[src/rtl/qfr_pkg.sv]
package qfr_pkg;
  localparam logic [7:0] READ_CMD = 8'h6B;

  typedef struct packed {
    logic load;   // latch command and address into the shifter
    logic shift;  // advance serial output by one bit
    logic capHi;  // capture upper nibble
    logic capLo;  // capture lower nibble and emit byte
    logic last;   // current byte is the final one
  } qfr_strobe_t;
endpackage

[src/rtl/qfr_ctrl.sv]
module qfr_ctrl
  import qfr_pkg::*;
#(
  parameter int DIV_HALF  = 2,
  parameter int CNT_W     = 16,
  parameter int DESEL_CYC = 2
) (
  input  logic             clk,
  input  logic             rstN,
  input  logic             start,
  input  logic             addr4B,
  input  logic [CNT_W-1:0] byteCount,
  input  logic             quadEn,
  output logic             sclk,
  output logic             csN,
  output logic             oe0,
  output logic             busy,
  output logic             refused,
  output qfr_strobe_t      stb
);
  localparam int HW = (DIV_HALF > 1) ? $clog2(DIV_HALF) : 1;
  localparam int KW = CNT_W + 2;
  localparam int DW = (DESEL_CYC > 1) ? $clog2(DESEL_CYC) : 1;

  typedef enum logic [1:0] {S_IDLE, S_XFER, S_DESEL} state_t;

  state_t          state;
  logic [HW-1:0]   halfCnt;
  logic [KW-1:0]   clkIdx, lastIdx, dataIdx;
  logic [CNT_W-1:0] bytesLeft;
  logic            hiNext;
  logic [DW-1:0]   deselCnt;

  logic tick, accept, reqOk, rising, falling, inData;

  assign tick    = (halfCnt == HW'(DIV_HALF - 1));
  assign accept  = (state == S_IDLE) && start;
  assign reqOk   = quadEn && (byteCount != '0);
  assign rising  = (state == S_XFER) && tick && !sclk;
  assign falling = (state == S_XFER) && tick && sclk;
  assign inData  = (clkIdx >= dataIdx);
  assign busy    = (state == S_XFER);

  always_comb begin
    stb.load  = accept && reqOk;
    stb.shift = falling && (clkIdx != lastIdx);
    stb.capHi = rising && inData && hiNext;
    stb.capLo = rising && inData && !hiNext;
    stb.last  = (bytesLeft == CNT_W'(1));
  end

  always_ff @(posedge clk or negedge rstN) begin
    if (!rstN) begin
      state     <= S_IDLE;
      halfCnt   <= '0;
      sclk      <= 1'b0;
      csN       <= 1'b1;
      oe0       <= 1'b0;
      refused   <= 1'b0;
      clkIdx    <= '0;
      lastIdx   <= '0;
      dataIdx   <= '0;
      bytesLeft <= '0;
      hiNext    <= 1'b1;
      deselCnt  <= '0;
    end else begin
      refused <= accept && !reqOk;
      case (state)
        S_IDLE: begin
          if (accept && reqOk) begin
            state     <= S_XFER;
            csN       <= 1'b0;
            oe0       <= 1'b1;
            sclk      <= 1'b0;
            halfCnt   <= '0;
            clkIdx    <= '0;
            dataIdx   <= KW'(addr4B ? 48 : 40);
            lastIdx   <= KW'(addr4B ? 48 : 40) + (KW'(byteCount) << 1) - KW'(1);
            bytesLeft <= byteCount;
            hiNext    <= 1'b1;
          end
        end
        S_XFER: begin
          halfCnt <= tick ? '0 : halfCnt + HW'(1);
          if (tick) begin
            if (!sclk) begin
              sclk <= 1'b1;
              if (stb.capLo) bytesLeft <= bytesLeft - CNT_W'(1);
              if (stb.capHi || stb.capLo) hiNext <= !hiNext;
            end else begin
              sclk <= 1'b0;
              if (clkIdx == lastIdx) begin
                csN      <= 1'b1;
                oe0      <= 1'b0;
                state    <= S_DESEL;
                deselCnt <= DW'(DESEL_CYC - 1);
              end else begin
                clkIdx <= clkIdx + KW'(1);
                if (clkIdx + KW'(1) == dataIdx - KW'(8)) oe0 <= 1'b0;
              end
            end
          end
        end
        default: begin
          if (deselCnt == '0) state <= S_IDLE;
          else deselCnt <= deselCnt - DW'(1);
        end
      endcase
    end
  end
endmodule

[src/rtl/qfr_dp.sv]
module qfr_dp
  import qfr_pkg::*;
(
  input  logic        clk,
  input  logic        rstN,
  input  logic [31:0] addr,
  input  logic        addr4B,
  input  logic [3:0]  ioIn,
  input  qfr_strobe_t stb,
  output logic        io0,
  output logic        rdValid,
  output logic [7:0]  rdData,
  output logic        done
);
  logic [39:0] shiftReg;
  logic [3:0]  hiNib;

  assign io0 = shiftReg[39];

  always_ff @(posedge clk or negedge rstN) begin
    if (!rstN) begin
      shiftReg <= '0;
      hiNib    <= '0;
      rdValid  <= 1'b0;
      rdData   <= '0;
      done     <= 1'b0;
    end else begin
      if (stb.load)
        shiftReg <= addr4B ? {READ_CMD, addr} : {READ_CMD, addr[23:0], 8'h00};
      else if (stb.shift)
        shiftReg <= {shiftReg[38:0], 1'b0};
      if (stb.capHi) hiNib <= ioIn;
      if (stb.capLo) rdData <= {hiNib, ioIn};
      rdValid <= stb.capLo;
      done    <= stb.capLo && stb.last;
    end
  end
endmodule

[src/rtl/qflash_rd.sv]
module qflash_rd
  import qfr_pkg::*;
#(
  parameter int DIV_HALF  = 2,
  parameter int CNT_W     = 16,
  parameter int DESEL_CYC = 2
) (
  input  logic             clk,
  input  logic             rstN,
  input  logic             start,
  input  logic [31:0]      addr,
  input  logic             addr4B,
  input  logic [CNT_W-1:0] byteCount,
  input  logic             quadEn,
  output logic             sclk,
  output logic             csN,
  output logic [3:0]       ioOut,
  output logic [3:0]       ioOe,
  input  logic [3:0]       ioIn,
  output logic             rdValid,
  output logic [7:0]       rdData,
  output logic             done,
  output logic             busy,
  output logic             refused
);
  qfr_strobe_t stb;
  logic io0, oe0;

  qfr_ctrl #(.DIV_HALF(DIV_HALF), .CNT_W(CNT_W), .DESEL_CYC(DESEL_CYC)) u_ctrl (
    .clk(clk), .rstN(rstN), .start(start), .addr4B(addr4B),
    .byteCount(byteCount), .quadEn(quadEn), .sclk(sclk), .csN(csN),
    .oe0(oe0), .busy(busy), .refused(refused), .stb(stb)
  );

  qfr_dp u_dp (
    .clk(clk), .rstN(rstN), .addr(addr), .addr4B(addr4B), .ioIn(ioIn),
    .stb(stb), .io0(io0), .rdValid(rdValid), .rdData(rdData), .done(done)
  );

  assign ioOut = {3'b000, io0};
  assign ioOe  = {3'b000, oe0};
endmodule

[config.mk]
export PLATFORM = sky130hd
export DESIGN_NAME = qflash_rd
export DESIGN_NICKNAME = d
export VERILOG_FILES = /design/src/rtl/qfr_pkg.sv /design/src/rtl/qfr_ctrl.sv /design/src/rtl/qfr_dp.sv /design/src/rtl/qflash_rd.sv
export SDC_FILE = /design/constraint.sdc
export NUM_CORES = 1
export LEC_CHECK = 0
export CAP_MARGIN = 10
export CORE_UTILIZATION = 57
export DETAILED_ROUTE_END_ITERATION = 6
export PLACE_DENSITY = 0.79
export SLEW_MARGIN = 10
export SYNTH_ARGS = -nofsm -noshare
export SYNTH_HDL_FRONTEND = slang
export SYNTH_SLANG_ARGS = --single-unit
[constraint.sdc]
create_clock -name clk -period 2.4 [get_ports clk]
set_input_delay 0.48 -clock clk [delete_from_list [all_inputs] [get_ports clk]]
set_output_delay 0.48 -clock clk [all_outputs]
set_load 0.05 [all_outputs]
==> reports/results.txt, run 1 <==
Die Area - 12700 µm²
Max Fclk - 427 MHz
Rows - 40
Worst-path clk slew - 0.06 ns
GRT Util Overall - 29.9%
total power - 5.00 mW
worst path cell trace - inv_1 -> ha_1 -> nand3b_1 -> a21oi_1 -> o311ai_4 -> a22o_4 -> o21ai_0 -> o21ai_0
Worst-Margin Slew - 0.507 ns
Crit path max-delay family - compound AO/OA/AOI/OAI gates
Max Buffers Root-to-Sink - 2
type of element launching the critical path - flip-flop
setup_tns - 0 ns
R2R Path End - u_ctrl.bytesLeft[9]
clock latency at the later pin of the worst-skew pair - 0.42 ns
Core Area - 12000 µm²
initial drt markers - 600
final WL - 18000 µm
top_reg_cell synth - dfrtp_1
number of buffers added on ports - 72
Max IR drop VDD - 0.413 mV
max incr delay on CP - 0.40 ns
Cells after Synth - 767
Placement Cell Area - 8100 µm²
Fin Hold WS - 0.0255 ns
remaining antenna violation count - 0
Tcrit/Tclk final - 97.5%
Die Y - 113 µm
worst reg-to-reg setup slack - 0.06 ns
Design Area, Final - 8800 µm²
vias per cell - 6.09
routed vias - 6198
vias in the first global route - 6105
Pre-antenna DRT Iters - 7
root buffer cell - clkbuf_16
DRC viols - 0
Slew HR - 66.1%
num ports - 79
Max Fanout on Critical Path - 14
status - complete, no violations
Yosys reg bits - 117
maxcap violations - 0
Final Max Tran Viols - 0
number of buffers created by CTS - 17
wire per inst - 17.7 µm
fin nets - 932
Core Util, Final - 73.5%
Synth warnings - 0
register area share after synthesis - 41.9%
die width - 113 µm
Starting Density - 58.5%
leak pwr - 3.87 nW
Worst Skew - 0.00643 ns
synthesis-to-layout area growth - 25.8%
Diodes inserted - 0
first-pass GRT wire length - 29500 µm
Worst R2R Path Depth - 8
share of cells above drive strength 1 - 16.8%
Post-synth ARST share - 100%
Avg Inst Size Synth - 9.12 µm²
CP Class - reg -> reg
GPL Wtd Cong - 0.961
final hold violation count - 0
initial antenna violation count - 0
hold_buf cts - 0
Filler Cell Count - 845
PD cells - 569 nW/µm²
H-Tree Depth - 4
Worst setup EP type - flip-flop
RR Startpoint - u_ctrl.clkIdx[3]
WP data arrival - 2.63 ns
most used cell, CP - o21ai_0
CTS tree - built
Final setup viols - 0
synth unique cells - 65
largest net degree at the start of global routing - 82
CP required - 2.69 ns
minimum clock period - 2.34 ns
HPWL after DPL - 12600 µm
number of synthesized flops with an enable pin - 0
Hold Crit Class - in -> async
synthesized area - 6990 µm²
WP buf/inv - 1
clock sink count - 117
remaining global-route overflow - 0
Slowest cell on crit path - dfrtp_1
[through the flow]
stage,setup WS (ns),instances
floorplan,0.0183,772
global placement,-0.278,985
detailed placement,-0.331,985
CTS,0.0101,1017
global route,-0.00375,1018
finish,0.0595,1018
[logic make-up after synthesis]
logic type / after synthesis / synth area share (%)
AND/OR/NAND/NOR: 279 / 18.9
AO/OA/AOI/OAI: 168 / 16.6
flip-flops: 117 / 41.9
buffers and inverters: 93 / 6.94
multiplexers: 47 / 6.82
XOR/XNOR: 45 / 5.64
adder cells (fa/ha/maj): 17 / 3.15
other: 1 / 0.0536
[synthesized netlist by cell type, drive strengths merged (6+ instances only)]
cell | count | share of area, %
nand2 | 134 | 7.2
dfrtp | 115 | 41
o21ai | 60 | 4.3
mux2i | 42 | 6.0
buf | 38 | 4.0
a21oi | 34 | 2.4
nor2 | 32 | 1.8
clkbuf | 28 | 1.5
nand3 | 27 | 1.9
inv | 26 | 1.4
o221ai | 24 | 3.9
xor2 | 24 | 3.0
xnor2 | 21 | 2.6
nor3 | 17 | 1.3
ha | 16 | 2.9
nor4 | 15 | 1.3
and3 | 11 | 0.98
nand4 | 10 | 1.1
a21o | 8 | 0.86
or3 | 7 | 0.63
or2 | 6 | 0.54
[registers in the layout, indices dropped and copies added, names as in the netlist, 2 cells and up]
register          count
u_ctrl.lastIdx       18
u_ctrl.state          2
u_ctrl.dataIdx        2
u_ctrl.bytesLeft     16
u_dp.hiNib            4
u_dp.rdData           8
u_dp.shiftReg        40
u_ctrl.clkIdx        18
[worst reg2reg max path, stage by stage, from the launching register on]
cell	delay, ns
dfrtp_1	0.40
inv_1	0.12
ha_1	0.29
nand3b_1	0.08
a21oi_1	0.39
o311ai_4	0.21
a22o_4	0.36
o21ai_0	0.22
o21ai_0	0.14
[per-layer routing]
layer / track usage, % / vias to the layer above / routed length [µm]
li1: - / 2881 / -
met1: 36.9 / 3046 / 7690
met2: 51.0 / 228 / 8940
met3: 5.84 / 43 / 962
met4: 13.1 / 0 / 431
met5: 0 / - / 0
[cell type report]
cell class	instances	area, µm²	area share [%]
Multi-Input combinational cell	562	3720	42.2
Clock buffer	23	478	5.43
Sequential cell	117	2930	33.3
Tap cell	147	184	2.09
Clock inverter	9	125	1.42
Inverter	27	104	1.18
Timing Repair Buffer	133	1260	14.3
[report_power, final]
group          switching [mW]  internal (mW)
clock                   0.893           1.70
combinational           0.220          0.195
sequential            0.00517           1.99
total                    1.12           3.88
[cells in the final DEF, fill, tap and decap left out, types with 15 or more instances in the layout]
master and instances:
mux2i_1 42, ha_1 15, o21ai_0 53, clkbuf_16 17
nor2_1 29, inv_1 24, xor2_1 24, a21oi_1 32
nor3_1 15, buf_4 55, nand2_1 133, clkdlybuf4s50_1 69
nand3_1 26, dfrtp_1 115, xnor2_1 20
[worst max-delay path by stage]
| stage | from | endpoint | slack, ns | depth (start not counted) |
|---|---|---|---|---|
| 3_5_place_dp | byteCount[2] | u_ctrl.lastIdx[10] | -0.33 | 11 |
| 5_1_grt | byteCount[0] | u_dp.shiftReg[19] | -0.004 | 11 |
| 3_3_place_gp | byteCount[6] | u_ctrl.clkIdx[14] | -0.28 | 7 |
| 4_1_cts | u_ctrl.clkIdx[0] | u_ctrl.clkIdx[15] | 0.01 | 7 |
| 6_report | u_ctrl.clkIdx[3] | u_ctrl.bytesLeft[9] | 0.06 | 8 |
| 2_1_floorplan | addr4B | u_ctrl.lastIdx[10] | 0.02 | 13 |
[repair_timing]
item,in CTS,in global routing
endpoints found under the setup margin,18,40
pin swaps,0,5
gates cloned,0,0
resized for setup,3,20
hold endpoints to repair,0,0
buffers inserted,0,1
(Power assumes the default switching activity.)
==> inputs of run 2 (changes only) <==
--- a/config.mk
+++ b/config.mk
@@ -7,6 +7,7 @@
 export LEC_CHECK = 0
 export CAP_MARGIN = 10
 export CORE_UTILIZATION = 57
+export CTS_CLUSTER_SIZE = 14
 export DETAILED_ROUTE_END_ITERATION = 6
 export PLACE_DENSITY = 0.79
 export SLEW_MARGIN = 10
==> results of run 2 <==
No change in the layout: final DEF, timing and power equal those of run 1.
